`src/rtl/ssp_pkg.sv`:
```
package ssp_pkg;
  localparam logic [1:0] ADDR_CTRL = 2'd0;
  localparam logic [1:0] ADDR_STAT = 2'd1;
  localparam logic [1:0] ADDR_TX   = 2'd2;
  localparam logic [1:0] ADDR_RX   = 2'd3;

  localparam int CTRL_MASTER_BIT = 0;
  localparam int CTRL_SEQRST_BIT = 7;
  localparam int STAT_ERR_BIT    = 0;
  localparam int STAT_FULL_BIT   = 1;

  typedef struct packed {
    logic loadTx;
    logic shiftTx;
    logic sampleRx;
    logic commitRx;
  } strobe_t;
endpackage

```
`src/rtl/ssp_datapath.sv`:
```
module ssp_datapath
  import ssp_pkg::*;
#(
  parameter int DW = 8,
  parameter int SYNC_STAGES = 2
) (
  input  logic          clk,
  input  logic          rstN,
  input  strobe_t       stb,
  input  logic [DW-1:0] txIn,
  input  logic          sclkIn,
  input  logic          csIn,
  input  logic          sdi,
  output logic          sclkRise,
  output logic          sclkFall,
  output logic          csHigh,
  output logic          csRise,
  output logic          sdo,
  output logic [DW-1:0] rxData
);
  logic [SYNC_STAGES-1:0] sclkPipe, csPipe, sdiPipe;
  logic sclkLast, csLast, sdiSync;
  logic [DW-1:0] txShift, rxShift, rxNext;

  // multi-stage synchronisers for the asynchronous pins
  always_ff @(posedge clk or negedge rstN) begin
    if (!rstN) begin
      sclkPipe <= '0;
      csPipe   <= '1;
      sdiPipe  <= '0;
      sclkLast <= 1'b0;
      csLast   <= 1'b1;
    end else begin
      sclkPipe <= {sclkPipe[SYNC_STAGES-2:0], sclkIn};
      csPipe   <= {csPipe[SYNC_STAGES-2:0], csIn};
      sdiPipe  <= {sdiPipe[SYNC_STAGES-2:0], sdi};
      sclkLast <= sclkPipe[SYNC_STAGES-1];
      csLast   <= csPipe[SYNC_STAGES-1];
    end
  end

  assign csHigh   = csPipe[SYNC_STAGES-1];
  assign sdiSync  = sdiPipe[SYNC_STAGES-1];
  assign sclkRise = sclkPipe[SYNC_STAGES-1] && !sclkLast;
  assign sclkFall = !sclkPipe[SYNC_STAGES-1] && sclkLast;
  assign csRise   = csHigh && !csLast;
  assign rxNext   = {rxShift[DW-2:0], sdiSync};

  always_ff @(posedge clk or negedge rstN) begin
    if (!rstN) begin
      txShift <= '0;
      rxShift <= '0;
      rxData  <= '0;
    end else begin
      if (stb.loadTx)        txShift <= txIn;
      else if (stb.shiftTx)  txShift <= {txShift[DW-2:0], 1'b0};
      if (stb.sampleRx)      rxShift <= rxNext;
      if (stb.commitRx)      rxData  <= rxNext;
    end
  end

  assign sdo = txShift[DW-1];
endmodule

```
`src/rtl/ssp_ctrl.sv`:
```
module ssp_ctrl
  import ssp_pkg::*;
#(
  parameter int DW = 8,
  parameter int CLK_DIV = 4
) (
  input  logic          clk,
  input  logic          rstN,
  input  logic [1:0]    regSel,
  input  logic          regWr,
  input  logic          regRd,
  input  logic [DW-1:0] regWdata,
  output logic [DW-1:0] regRdata,
  input  logic          dmaRd,
  input  logic          dmaKeepFlag,
  input  logic [DW-1:0] rxData,
  input  logic          sclkRise,
  input  logic          sclkFall,
  input  logic          csHigh,
  input  logic          csRise,
  output strobe_t       stb,
  output logic          sclkOut,
  output logic          busy,
  output logic          rxFull,
  output logic          errFlag
);
  localparam int CNTW = $clog2(DW + 1);
  localparam int DIVW = $clog2(CLK_DIV + 1);
  localparam logic [CNTW-1:0] LAST_IDX = CNTW'(DW - 1);
  localparam logic [CNTW-1:0] FULL_CNT = CNTW'(DW);
  localparam logic [DIVW-1:0] DIV_TOP  = DIVW'(CLK_DIV - 1);

  logic masterMode, sclkReg, rxArm, errArm;
  logic [CNTW-1:0] bitCnt;
  logic [DIVW-1:0] divCnt;
  logic wrCtrl, wrStat, wrTx, rdStat, rdRx, seqRst;
  logic divHit, masterRise, masterFall, slaveRise, slaveFall;
  logic lastBit, startOk, errSet, fullClr, errClr;

  assign wrCtrl = regWr && regSel == ADDR_CTRL;
  assign wrStat = regWr && regSel == ADDR_STAT;
  assign wrTx   = regWr && regSel == ADDR_TX;
  assign rdStat = regRd && regSel == ADDR_STAT;
  assign rdRx   = regRd && regSel == ADDR_RX;
  assign seqRst = wrCtrl && regWdata[CTRL_SEQRST_BIT];

  assign divHit     = masterMode && busy && !errFlag && divCnt == DIV_TOP;
  assign masterRise = divHit && !sclkReg;
  assign masterFall = divHit && sclkReg;
  assign slaveRise  = !masterMode && !csHigh && sclkRise && !errFlag;
  assign slaveFall  = !masterMode && !csHigh && sclkFall && !errFlag && bitCnt != '0;
  assign lastBit    = bitCnt == LAST_IDX;
  assign startOk    = wrTx && !errFlag && !busy && bitCnt == '0;

  always_comb begin
    stb          = '0;
    stb.loadTx   = startOk;
    stb.sampleRx = masterRise || slaveRise;
    stb.commitRx = stb.sampleRx && lastBit && !rxFull;
    stb.shiftTx  = (masterFall && bitCnt != FULL_CNT) || slaveFall;
  end

  assign errSet  = (masterMode && !csHigh) || (!masterMode && csRise && bitCnt != '0);
  assign fullClr = rdRx || (dmaRd && !dmaKeepFlag) ||
                   (wrStat && !regWdata[STAT_FULL_BIT] && rxArm);
  assign errClr  = wrStat && !regWdata[STAT_ERR_BIT] && errArm;

  // bit sequencer and master clock generator
  always_ff @(posedge clk or negedge rstN) begin
    if (!rstN) begin
      masterMode <= 1'b0;
      busy       <= 1'b0;
      sclkReg    <= 1'b0;
      bitCnt     <= '0;
      divCnt     <= '0;
    end else begin
      if (wrCtrl) masterMode <= regWdata[CTRL_MASTER_BIT];
      if (seqRst) begin
        busy    <= 1'b0;
        sclkReg <= 1'b0;
        bitCnt  <= '0;
        divCnt  <= '0;
      end else begin
        if (startOk && masterMode) begin
          busy   <= 1'b1;
          divCnt <= '0;
        end else if (masterMode && busy && !errFlag) begin
          if (divHit) begin
            divCnt  <= '0;
            sclkReg <= !sclkReg;
          end else begin
            divCnt <= divCnt + 1'b1;
          end
        end
        if (stb.sampleRx)
          bitCnt <= (!masterMode && lastBit) ? '0 : bitCnt + 1'b1;
        else if (masterFall && bitCnt == FULL_CNT) begin
          busy   <= 1'b0;
          bitCnt <= '0;
        end
      end
    end
  end

  // status flags with read-then-write-0 clearing
  always_ff @(posedge clk or negedge rstN) begin
    if (!rstN) begin
      rxFull  <= 1'b0;
      rxArm   <= 1'b0;
      errFlag <= 1'b0;
      errArm  <= 1'b0;
    end else begin
      if (stb.commitRx) begin
        rxFull <= 1'b1;
        rxArm  <= 1'b0;
      end else if (fullClr) begin
        rxFull <= 1'b0;
        rxArm  <= 1'b0;
      end else if (rdStat && rxFull) begin
        rxArm <= 1'b1;
      end

      if (errSet) begin
        errFlag <= 1'b1;
        if (!errFlag) errArm <= 1'b0;
      end else if (errClr) begin
        errFlag <= 1'b0;
        errArm  <= 1'b0;
      end else if (rdStat && errFlag) begin
        errArm <= 1'b1;
      end
    end
  end

  always_comb begin
    regRdata = '0;
    case (regSel)
      ADDR_CTRL: regRdata[CTRL_MASTER_BIT] = masterMode;
      ADDR_STAT: begin
        regRdata[STAT_FULL_BIT] = rxFull;
        regRdata[STAT_ERR_BIT]  = errFlag;
      end
      ADDR_RX:   regRdata = rxData;
      default:   regRdata = '0;
    endcase
  end

  assign sclkOut = sclkReg;
endmodule

```
`src/rtl/sync_serial_port.sv`:
```
module sync_serial_port
  import ssp_pkg::*;
#(
  parameter int DW = 8,
  parameter int CLK_DIV = 4,
  parameter int SYNC_STAGES = 2
) (
  input  logic          clk,
  input  logic          rstN,
  input  logic [1:0]    regSel,
  input  logic          regWr,
  input  logic          regRd,
  input  logic [DW-1:0] regWdata,
  output logic [DW-1:0] regRdata,
  input  logic          dmaRd,
  input  logic          dmaKeepFlag,
  output logic [DW-1:0] dmaData,
  input  logic          sclkIn,
  input  logic          csIn,
  input  logic          sdi,
  output logic          sclkOut,
  output logic          sdo
);
  strobe_t stb;
  logic sclkRise, sclkFall, csHigh, csRise;
  logic busy, rxFull, errFlag;
  logic [DW-1:0] rxData;

  ssp_ctrl #(.DW(DW), .CLK_DIV(CLK_DIV)) u_ctrl (
    .clk(clk), .rstN(rstN), .regSel(regSel), .regWr(regWr), .regRd(regRd),
    .regWdata(regWdata), .regRdata(regRdata), .dmaRd(dmaRd),
    .dmaKeepFlag(dmaKeepFlag), .rxData(rxData), .sclkRise(sclkRise),
    .sclkFall(sclkFall), .csHigh(csHigh), .csRise(csRise), .stb(stb),
    .sclkOut(sclkOut), .busy(busy), .rxFull(rxFull), .errFlag(errFlag)
  );

  ssp_datapath #(.DW(DW), .SYNC_STAGES(SYNC_STAGES)) u_dp (
    .clk(clk), .rstN(rstN), .stb(stb), .txIn(regWdata), .sclkIn(sclkIn),
    .csIn(csIn), .sdi(sdi), .sclkRise(sclkRise), .sclkFall(sclkFall),
    .csHigh(csHigh), .csRise(csRise), .sdo(sdo), .rxData(rxData)
  );

  assign dmaData = rxData;
endmodule

```
`config.mk`:
```
export PLATFORM = sky130hd
export DESIGN_NAME = sync_serial_port
export DESIGN_NICKNAME = d
export VERILOG_FILES = /design/src/rtl/ssp_pkg.sv /design/src/rtl/ssp_datapath.sv /design/src/rtl/ssp_ctrl.sv /design/src/rtl/sync_serial_port.sv
export SDC_FILE = /design/constraint.sdc
export NUM_CORES = 1
export LEC_CHECK = 0
export BUFFER_PORTS_ARGS = -buffer_cell sky130_fd_sc_hd__buf_2
export CAP_MARGIN = 20
export CORE_MARGIN = 2
export CORE_UTILIZATION = 45
export CTS_BUF_LIST = sky130_fd_sc_hd__clkbuf_8
export DETAILED_ROUTE_END_ITERATION = 16
export MAX_ROUTING_LAYER = met4
export PLACE_DENSITY = 0.75
export SYNTH_ARGS = -nofsm -noshare
export SYNTH_HDL_FRONTEND = slang
export SYNTH_SLANG_ARGS = --single-unit
export TNS_END_PERCENT = 20
```
`constraint.sdc`:
```
create_clock -name clk -period 4.6 [get_ports clk]
set_input_delay 0.92 -clock clk [delete_from_list [all_inputs] [get_ports clk]]
set_output_delay 0.92 -clock clk [all_outputs]
set_load 0.05 [all_outputs]
```
==> results.py, run 1 <==
metrics = {
    "floorplanning": {
        "top_level_ports": 37,
        "die_width_um": 71.9,
        "start_util_pct": 47.3,
        "die-area_um2": 5160,
        "placeable_area_um2": 4380,
        "fp.dieH_um": 71.9,
        "placementRows": 24,
    },
    "synth": {
        "synth.ff_latch_count": 45,
        "synth_cell_types": 37,
        "post-synth-top-count-cell": "sky130_fd_sc_hd__dfrtp_1",
        "synthTopCellsByArea": "sky130_fd_sc_hd__dfrtp_1 (51%), sky130_fd_sc_hd__mux2_2 (8.2%), sky130_fd_sc_hd__mux2i_1 (5.3%), sky130_fd_sc_hd__dfstp_2 (3.8%), sky130_fd_sc_hd__nand2_1 (3.1%)",
        "mapped_nets": 209,
        "post_synth_inst_count": 187,
        "synth-edff-count": 0,
        "synth_top_flop_cell": "sky130_fd_sc_hd__dfrtp_1",
        "synth_area_um2": 2070,
        "synth.avg_cell_area_um2": 11.1,
        "synth-seq-area-share_pct": 54.5,
        "ys.warnings.count": 0,
        "yosysTopAreaCell": "sky130_fd_sc_hd__dfrtp_1",
        "postSynth.asyncResetShare_pct": 100,
        "post_synth_most_frequent_cells": "sky130_fd_sc_hd__dfrtp_1 (42), sky130_fd_sc_hd__nand2_1 (17), sky130_fd_sc_hd__mux2_2 (15), sky130_fd_sc_hd__nor2_1 (15), sky130_fd_sc_hd__a21oi_1 (12)",
        "synthDominantCellAreaShare_pct": 50.7,
    },
    "global_routing": {
        "grt_max_degree": 46,
        "globalRouteMet2Util_pct": 26.3,
        "grtUsageMet1_pct": 22.3,
        "first_pass_grt_wire_length_mm": 6.61,
        "gr_overflow_total": 0,
        "first_global_vias": 1419,
        "grt_util_all_layers_pct": 17.1,
        "grt_antenna_before_repair": 0,
        "busiest_layer": "met2",
        "grt.met3_usage_pct": 4.22,
    },
    "detailed_routing": {
        "routed_wl_mm": 3.86,
        "drt_first_pass_iters": 4,
        "initialDrtViolationCount": 94,
        "route.detailed.wl_per_inst_um": 13.9,
        "detail-route-antenna-nets": 0,
        "viasPerCell": 5.35,
        "drc": 0,
        "detailroute.via_count": 1487,
    },
    "critical_path": {
        "largest_delay_contributor_family_on_the_critical_path": "buffers and inverters",
        "start_kind": "input port",
        "worst_path_max_delay_cell": "sky130_fd_sc_hd__buf_2",
        "timing.critical_path.buf_inv": 2,
        "cp_data_required_time_ps": 3680,
        "worstPathCellList": "buf_2 > mux2i_1 > o21ai_0 > buf_2",
        "critical-path-max-stage-delay_ps": 290,
        "worst-r2r-setup-slack_ps": 2290,
        "setup.worst_path.class": "input port to output pin",
        "critical_path.max_fanout": 14,
        "critPathArrivalTime_ps": 1690,
        "worst_setup_path_end_kind": "output pin",
        "cpMostUsedCell": "sky130_fd_sc_hd__buf_2",
    },
    "power_and_ir_drop": {
        "p_comb_share_pct": 13.4,
        "switching_portion_of_total_power_pct": 25.8,
        "total_power_mw": 0.897,
        "max-vdd-ir-drop_mv": 0.207,
        "clock_power_share_pct": 33.7,
        "p_seq_share_pct": 52.9,
        "p_per_area_nw_per_um2": 370,
        "netSwitchingPower_mw": 0.231,
        "power.static_leakage_nw": 1.21,
        "power.internal_mw": 0.666,
    },
    "cells_and_area": {
        "utilization_pct": 55.3,
        "drive_gt1_share_pct": 29.2,
        "final_nets": 247,
        "flow.area_growth_from_synthesis_pct": 17.1,
        "fillers": 385,
        "insertedDiodeCount": 0,
    },
    "cts": {
        "tritoncts": "built",
        "cts_root_buf": "sky130_fd_sc_hd__clkbuf_8",
        "postCtsSetupRepairBufs": 0,
        "cts_hold_repair.buffers": 0,
        "cts.sink_count": 45,
        "clock_path_buffers": 2,
        "cts-buffers-inserted": 5,
        "postCtsResizedCells": 0,
        "clk_latency_ps": 300,
        "clkSlewWorstSetupHoldPaths_ps": 80,
        "clock_tree.htree_level_count": 2,
    },
    "timing": {
        "skew_ps": 4.70,
        "timing.slew.headroom_pct": 58.6,
        "finalSetupViolCount": 0,
        "tightestPinTransition_ps": 620,
        "final_period_minus_worst_setup_slack_ps": 2610,
        "hold_ws_ps": 357,
        "finalHoldViolations": 0,
        "setup_ws_post_layout_ps": 1990,
        "grt_setup_unrepaired": "false",
        "fin_tns_setup_ps": 0,
        "report.final.slew_viol_count": 0,
        "timing.fmax_mhz": 383,
        "final.period_utilization_pct": 56.8,
    },
    "placement": {
        "gp_congestion": 0.756,
        "hpwlAfterDp_mm": 2.74,
        "portBuffers": 36,
        "dp_worst_setup_slack_ps": 1990,
    },
    "worst_hold_path": {
        "hold_path.class": "flip-flop to flip-flop",
    },
    "outcome": {
        "run_status": "completed",
    },
    "flow_run": {
        "maxCapViolCount": 0,
    },
}
power groups by stage:
stage	combinational, mW	sequential (mW)	clock (mW)
5_1_grt	0.135	0.482	0.329
2_1_floorplan	0.0777	0.483	0
3_5_place_dp	0.121	0.483	0
6_report	0.121	0.474	0.302
3_3_place_gp	0.116	0.481	0
4_1_cts	0.121	0.475	0.308
cells in the final DEF, fill, tap and decap left out, drive strengths merged:
cell type	n
mux2i	11
o22ai	2
nand3b	4
a21o	2
and2	2
nor2	15
nand2b	2
xor2	1
and3	6
nand3	5
or4	1
o211ai	1
and3b	2
mux2	15
clkbuf	6
buf	37
nand2	18
ha	3
nor3b	3
and4	1
a311oi	1
bufinv	1
nor3	5
a31oi	1
a32o	1
dfstp	3
a21oi	13
dfrtp	42
nand4	2
o21ai	8
nor2b	5
a32oi	1
inv	6
area by class of cell:
| cell class | count | area [µm²] | share of cell area (%) |
|---|---|---|---|
| inverters | 5 | 18.8 | 0.774 |
| clock inverters | 2 | 33.8 | 1.39 |
| flip-flops and latches | 45 | 1130 | 46.6 |
| repair buffers | 37 | 200 | 8.25 |
| multi-input cells | 131 | 896 | 36.9 |
| well taps | 52 | 65.1 | 2.68 |
| clock buffers | 6 | 82.6 | 3.40 |
flip-flops by register name (all words and copies together) (netlist names), 2 cells and up:
| register | cells |
|---|---|
| u_ctrl.divCnt | 3 |
| u_dp.rxShift | 7 |
| u_dp.csPipe | 2 |
| u_dp.sdiPipe | 2 |
| u_dp.rxData | 8 |
| u_dp.txShift | 8 |
| u_ctrl.bitCnt | 4 |
| u_dp.sclkPipe | 2 |
stage by stage:
stage | instances | area (µm²)
5_1_grt | 278 | 2430
6_report | 278 | 2430
3_5_place_dp | 269 | 2290
4_1_cts | 277 | 2410
2_1_floorplan | 187 | 2070
3_3_place_gp | 269 | 2290
final timing paths:
| kind | from | end | cells past startpoint |
|---|---|---|---|
| worst min-delay path | u_dp.csPipe[0] | u_dp.csPipe[1] | 0 |
| max in group asynchronous | rstN | u_dp.csPipe[0] | 2 |
| min in group asynchronous | rstN | u_ctrl.masterMode | 1 |
| worst min register to register | u_dp.csPipe[0] | u_dp.csPipe[1] | 0 |
| worst max register to register | u_ctrl.masterMode | u_dp.rxData[6] | 4 |
| worst max-delay path | regSel[0] | regRdata[0] | 4 |
logic make-up (layout without fill, tap and decap cells):
logic type / count (synthesis) / count (layout) / synth area share, %
AOI/OAI and AO/OA: 30 / 30 / 8.94
xor gates and xnor gates: 1 / 1 / 0.423
and+or+nand+nor: 71 / 71 / 18.6
muxes: 26 / 26 / 13.5
DFF: 45 / 45 / 54.5
buffers and inverters: 11 / 50 / 2.23
adders and majority gates: 3 / 3 / 1.81
layer usage:
layer / share of wire [%] / wire length (µm) / vias up
li1: - / - / 733
met5: 0 / 0 / -
met3: 5.6 / 216 / 6
met1: 46 / 1770 / 705
met2: 47 / 1820 / 43
met4: 1.5 / 56 / 0
No activity file was read; power rests on OpenSTA's default activity.
==> inputs of run 2 (changes only) <==
- ABC_AREA: unset -> 1
- PLACE_DENSITY: 0.75 -> 0.76
- clock period: 4.6 -> 2.4 ns (I/O delays scaled with it)
==> results.py, run 2 <==
metrics = {
    "cells_and_area": {
        "fillers": 466,
        "insertedDiodeCount": 0,
        "biggestRegsByFlops": "u_dp.rxData x8, u_dp.txShift x8, u_dp.rxShift x7",
        "most_used_cells_in_the_layout_excluding_fill_and_tap_cells": "sky130_fd_sc_hd__nand2_1 (73), sky130_fd_sc_hd__dfrtp_1 (42), sky130_fd_sc_hd__inv_1 (38)",
        "flow.area_growth_from_synthesis_pct": 15.6,
        "commonest_non_fill_non_tap_cell_in_the_layout": "sky130_fd_sc_hd__nand2_1",
        "finish.cell_count_without_fillers": 385,
        "multiInputGateArea_um2": 997,
        "final_nets": 336,
        "drive_gt1_share_pct": 23.5,
        "register_area_um2": 1130,
    },
    "cts": {
        "clock_path_buffers": 2,
        "postCtsSetupRepairBufs": 0,
        "cts_hold_repair.buffers": 0,
        "cts-buffers-inserted": 5,
        "cts_root_buf": "sky130_fd_sc_hd__clkbuf_8",
        "clock_tree.htree_level_count": 2,
        "clkSlewWorstSetupHoldPaths_ps": 80,
        "clk_latency_ps": 290,
        "tritoncts": "built",
        "postCtsResizedCells": 0,
        "cts.sink_count": 45,
    },
    "timing": {
        "fin_tns_setup_ps": 0,
        "grt_setup_unrepaired": "false",
        "final.period_utilization_pct": 76.9,
        "tightestPinTransition_ps": 487,
        "timing.slew.headroom_pct": 67.5,
        "report.final.slew_viol_count": 0,
        "finalHoldViolations": 0,
        "timing.fmax_mhz": 542,
        "skew_ps": 4.61,
        "final_period_minus_worst_setup_slack_ps": 1840,
        "finalSetupViolCount": 0,
    },
    "global_routing": {
        "grtUsageMet1_pct": 25.6,
        "grt_max_degree": 26,
        "busiest_layer": "met2",
        "globalRouteMet2Util_pct": 28.6,
        "grt.met3_usage_pct": 4.50,
        "grt_util_all_layers_pct": 19.0,
        "gr_overflow_total": 0,
        "first_global_vias": 1699,
        "grt_antenna_before_repair": 0,
        "first_pass_grt_wire_length_mm": 7.87,
    },
    "worst_hold_path": {
        "hold_path.class": "input port to async pin",
    },
    "synth": {
        "post_synth_most_frequent_cells": "sky130_fd_sc_hd__nand2_1 (73), sky130_fd_sc_hd__dfrtp_1 (42), sky130_fd_sc_hd__inv_1 (37)",
        "synth.ff_latch_count": 45,
        "synth-seq-area-share_pct": 48.7,
        "mapped_nets": 296,
        "postSynth.asyncResetShare_pct": 100,
        "synthDominantCellAreaShare_pct": 45.3,
        "yosysTopAreaCell": "sky130_fd_sc_hd__dfrtp_1",
        "synth_area_um2": 2320,
        "synth_cell_types": 31,
        "synth-edff-count": 0,
        "synthTopCellsByArea": "sky130_fd_sc_hd__dfrtp_1 (45%), sky130_fd_sc_hd__nand2_1 (12%), sky130_fd_sc_hd__nand3_1 (6.3%), sky130_fd_sc_hd__inv_1 (6.0%), sky130_fd_sc_hd__nor2_1 (3.7%)",
        "ys.warnings.count": 0,
        "synth.avg_cell_area_um2": 8.47,
        "post_synth_inst_count": 274,
        "synth_top_flop_cell": "sky130_fd_sc_hd__dfrtp_1",
        "post-synth-top-count-cell": "sky130_fd_sc_hd__nand2_1",
    },
    "critical_path": {
        "critical_path.max_fanout": 5,
        "timing.critical_path.from": "u_ctrl.errFlag",
        "start_kind": "flip-flop",
        "critical_path.reg2reg.startpoint": "u_ctrl.divCnt[0]",
        "critPathArrivalTime_ps": 1360,
        "worst_setup_path_end_kind": "output pin",
        "setup.worst_path.class": "flip-flop to output pin",
        "cp_data_required_time_ps": 1920,
    },
    "placement": {
        "gp_congestion": 0.792,
        "hpwlAfterDp_mm": 3.49,
        "place.detailed.instances": 377,
        "portBuffers": 36,
    },
    "power_and_ir_drop": {
        "p_per_area_nw_per_um2": 596,
        "max-vdd-ir-drop_mv": 0.355,
        "power.static_leakage_nw": 1.40,
        "total_power_mw": 1.60,
    },
    "detailed_routing": {
        "initialDrtViolationCount": 97,
        "detail-route-antenna-nets": 0,
        "drc": 0,
        "viasPerCell": 4.95,
        "drt_first_pass_iters": 4,
        "detailroute.via_count": 1905,
        "route.detailed.wl_per_inst_um": 12.3,
        "routed_wl_mm": 4.73,
    },
    "floorplanning": {
        "top_level_ports": 37,
        "placeable_area_um2": 5040,
        "die_width_um": 75.8,
        "start_util_pct": 46.0,
        "fp.dieH_um": 75.8,
        "placementRows": 26,
        "die-area_um2": 5750,
    },
    "outcome": {
        "run_status": "completed",
    },
    "flow_run": {
        "maxCapViolCount": 0,
    },
}
run 2: cell types whose count changed after synthesis, moves of 6 or more:
cell / delta
sky130_fd_sc_hd__nand2_1: +56
sky130_fd_sc_hd__inv_1: +32
sky130_fd_sc_hd__nand3_1: +24
sky130_fd_sc_hd__mux2_2: -15
sky130_fd_sc_hd__mux2i_1: -11
sky130_fd_sc_hd__a21oi_1: -9
sky130_fd_sc_hd__nand4_1: +8
sky130_fd_sc_hd__nor2_1: +8
sky130_fd_sc_hd__o21ai_2: +8
sky130_fd_sc_hd__and3_1: -6
run 2: cell type report:
cell class	instances	share of cell area, %
clock inverter	2	1.26
clock buffer	6	3.08
multi-input combinational	185	37.2
tap	70	3.26
timing repair buffer	37	7.46
sequential	45	42.1
inverter	40	5.69
run 2: worst max-delay path, cell delays in order (launching register included):
cell                       delay (ps)
sky130_fd_sc_hd__dfrtp_1          460
sky130_fd_sc_hd__inv_2            110
sky130_fd_sc_hd__o211ai_1         210
sky130_fd_sc_hd__buf_2            290
run 2: path summary, 6_finish.rpt:
check                      cells past startpoint         endpoint  slack (ps)
hold / removal                                 1   u_dp.rxData[3]         140
hold reg to reg                                0  u_dp.sdiPipe[1]         350
setup / recovery                               3      regRdata[0]         560
setup reg to reg                               8   u_dp.rxData[2]         810
max in group asynchronous                      2   u_dp.csPipe[0]        1690
min in group clk                               1   u_dp.csPipe[0]         280
run 2: power breakdown:
group | leakage, nW | switching, mW | total, mW | internal [mW]
sequential | 0.594 | 0.0359 | 0.837 | 0.801
clock | 0.0626 | 0.245 | 0.580 | 0.335
combinational | 0.744 | 0.119 | 0.181 | 0.0618
run 2: per-layer routing:
metal | vias to the layer above | part of all wire, %
li1 | 951 | -
met1 | 894 | 47
met2 | 56 | 46
met3 | 4 | 5.3
met4 | 0 | 1.4
met5 | - | 0
run 2: cell families (layout without fill, tap and decap cells):
| logic type | after synthesis | in the layout | share of synthesized area [%] |
|---|---|---|---|
| AND/OR/NAND/NOR | 152 | 152 | 33.0 |
| flip-flops | 45 | 45 | 48.7 |
| buffers and inverters | 44 | 85 | 8.36 |
| AO/OA/AOI/OAI | 28 | 28 | 7.60 |
| adder cells (fa/ha/maj) | 3 | 3 | 1.62 |
| XOR/XNOR | 2 | 2 | 0.755 |
run 2: stage by stage:
step	hold WS [ps]	util [%]	worst slack, ps	area, µm²
2_1_floorplan	184	-	468	2320
3_3_place_gp	332	50.9	665	2570
3_5_place_dp	336	50.9	613	2570
4_1_cts	144	53.2	547	2680
5_1_grt	153	53.2	485	2680
6_report	135	53.2	555	2680
==> inputs of run 3 (changes only) <==
- clock period: 2.4 -> 1.6 ns (I/O delays scaled with it)
==> results.py, run 3 (same netlist as run 2, synthesis figures left out) <==
metrics = {
    "timing": {
        "hold_ws_ps": 119,
        "timing.fmax_mhz": 635,
        "final.period_utilization_pct": 98.5,
        "final_period_minus_worst_setup_slack_ps": 1580,
        "finalSetupViolCount": 0,
        "fin_tns_setup_ps": 0,
        "skew_ps": 11.0,
        "report.final.slew_viol_count": 0,
        "tightestPinTransition_ps": 380,
        "grt_setup_unrepaired": "true",
        "finalHoldViolations": 0,
        "timing.slew.headroom_pct": 74.6,
    },
    "global_routing": {
        "grt.met3_usage_pct": 4.10,
        "grtUsageMet1_pct": 24.5,
        "grt_max_degree": 46,
        "busiest_layer": "met2",
        "gr_overflow_total": 0,
        "first_global_vias": 1811,
        "first_pass_grt_wire_length_mm": 7.98,
        "globalRouteMet2Util_pct": 29.6,
        "grt_util_all_layers_pct": 18.7,
        "grt_antenna_before_repair": 0,
    },
    "detailed_routing": {
        "routed_wl_mm": 4.64,
        "drc": 0,
        "detailroute.via_count": 1956,
        "viasPerCell": 5.04,
        "route.detailed.wl_per_inst_um": 12.0,
        "initialDrtViolationCount": 123,
        "detail-route-antenna-nets": 0,
        "drt_first_pass_iters": 4,
    },
    "cts": {
        "tritoncts": "built",
        "clock_tree.htree_level_count": 2,
        "postCtsSetupRepairBufs": 0,
        "clk_latency_ps": 300,
        "cts-buffers-inserted": 5,
        "clkSlewWorstSetupHoldPaths_ps": 80,
        "cts_root_buf": "sky130_fd_sc_hd__clkbuf_8",
        "cts.sink_count": 45,
        "clock_path_buffers": 2,
    },
    "critical_path": {
        "reg2regPathDepth": 9,
        "worst_path_max_delay_cell": "sky130_fd_sc_hd__dfrtp_2",
        "start_kind": "flip-flop",
        "critical-path-max-stage-delay_ps": 440,
        "cp_data_required_time_ps": 1280,
        "critPathArrivalTime_ps": 1260,
        "worst_setup_path_end_kind": "output pin",
        "setup.worst_path.class": "flip-flop to output pin",
        "critical_path.max_fanout": 5,
        "critical_path.reg2reg.startpoint": "u_ctrl.bitCnt[0]",
        "worstPathCellList": "inv_4 > o211ai_1 > buf_4",
        "worstReg2RegEnd": "u_dp.txShift[1]",
        "worst-r2r-setup-slack_ps": 90,
    },
    "cells_and_area": {
        "drive_gt1_share_pct": 25.5,
        "flow.area_growth_from_synthesis_pct": 18.2,
        "most_used_cells_in_the_layout_excluding_fill_and_tap_cells": "sky130_fd_sc_hd__nand2_1 (73), sky130_fd_sc_hd__dfrtp_1 (40), sky130_fd_sc_hd__inv_1 (37)",
        "final_area_um2": 2740,
        "register_area_um2": 1130,
        "insertedDiodeCount": 0,
        "commonest_non_fill_non_tap_cell_in_the_layout": "sky130_fd_sc_hd__nand2_1",
        "fillers": 465,
        "final_nets": 339,
        "multiInputGateArea_um2": 1000,
        "biggestRegsByFlops": "u_dp.rxData x8, u_dp.txShift x8, u_dp.rxShift x7",
    },
    "placement": {
        "placed_area_um2": 2580,
        "portBuffers": 36,
        "hpwlAfterDp_mm": 3.40,
        "gp_congestion": 0.837,
    },
    "floorplanning": {
        "placeable_area_um2": 5040,
        "fp.dieH_um": 75.8,
        "placementRows": 26,
        "die-area_um2": 5750,
        "die_width_um": 75.8,
        "top_level_ports": 37,
        "start_util_pct": 46.0,
    },
    "worst_hold_path": {
        "worstHoldStart": "csIn",
        "hold_path.class": "input port to flip-flop",
        "timing.hold.worst_endpoint": "u_dp.csPipe[0]",
        "min_delay_path_depth": 1,
    },
    "power_and_ir_drop": {
        "max-vdd-ir-drop_mv": 0.502,
        "total_power_mw": 2.56,
        "p_per_area_nw_per_um2": 934,
        "power.static_leakage_nw": 1.42,
    },
    "outcome": {
        "run_status": "completed",
    },
    "flow_run": {
        "maxCapViolCount": 0,
    },
}
[run 3: cell count changes in the layout (fill, tap and decap cells not counted), sizes merged]
cell	before	now
clkbuf	6	5
dlygate4sd3	0	1
bufinv	1	2
buf	37	39
[run 3: worst max-delay path, delay by kind of cell (launching register included)]
kind / cells / cell delay [ps]
buf+inv: 2 / 310
flops: 1 / 440
compound gates: 1 / 210
[run 3: timing repair]
| item | 4_1_cts | 5_1_grt |
|---|---|---|
| gates resized for setup | 2 | 3 |
| pin swaps | 0 | 1 |
| hold buffers | 1 | 0 |
| setup endpoints to repair | 1 | 6 |
| endpoints found under the hold margin | 42 | 0 |
[run 3: worst max path at each step]
stage                                 start  depth (start not counted)         endpoint  slack, ps
after floorplan              u_dp.rxData[2]                          2      regRdata[2]        -90
after global placement            regSel[1]                          5      regRdata[0]        120
after detailed placement          regSel[1]                          5      regRdata[0]        120
after CTS                 u_ctrl.masterMode                          3      regRdata[0]          2
after global routing       u_ctrl.bitCnt[0]                          9  u_dp.txShift[1]        -20
final                        u_ctrl.errFlag                          3      regRdata[0]         20
[run 3: area by class of cell]
type	count	share of cell area (%)
clock buffers	5	2.51
flip-flops and latches	45	41.3
clock inverters	3	2.51
inverters	40	5.65
multi-input cells	185	36.6
well taps	70	3.19
repair buffers	40	8.30
[run 3: per-stage QoR]
| step | utilization, % | std cells | worst slack (ps) |
|---|---|---|---|
| finish | 54.4 | 388 | 24.4 |
| detailed placement | 51.3 | 379 | 120 |
| global route | 54.4 | 388 | -18.7 |
| floorplan | - | 274 | -92.2 |
| CTS | 54.3 | 388 | 2.38 |
| global placement | 51.3 | 379 | 125 |
[run 3: power breakdown]
group / switching [mW] / internal [mW] / leakage [nW] / total [mW]
Clock: 0.396 / 0.628 / 0.0687 / 1.02
Sequential: 0.0531 / 1.20 / 0.593 / 1.26
Combinational: 0.182 / 0.101 / 0.761 / 0.283
Total: 0.631 / 1.93 / 1.42 / 2.56
[run 3: per-layer routing]
metal / wire length, µm / vias to the layer above / share of wire [%]
met3: 263 / 6 / 5.7
li1: - / 959 / -
met5: 0 / - / 0
met2: 2210 / 58 / 48
met4: 51 / 0 / 1.1
met1: 2120 / 933 / 46
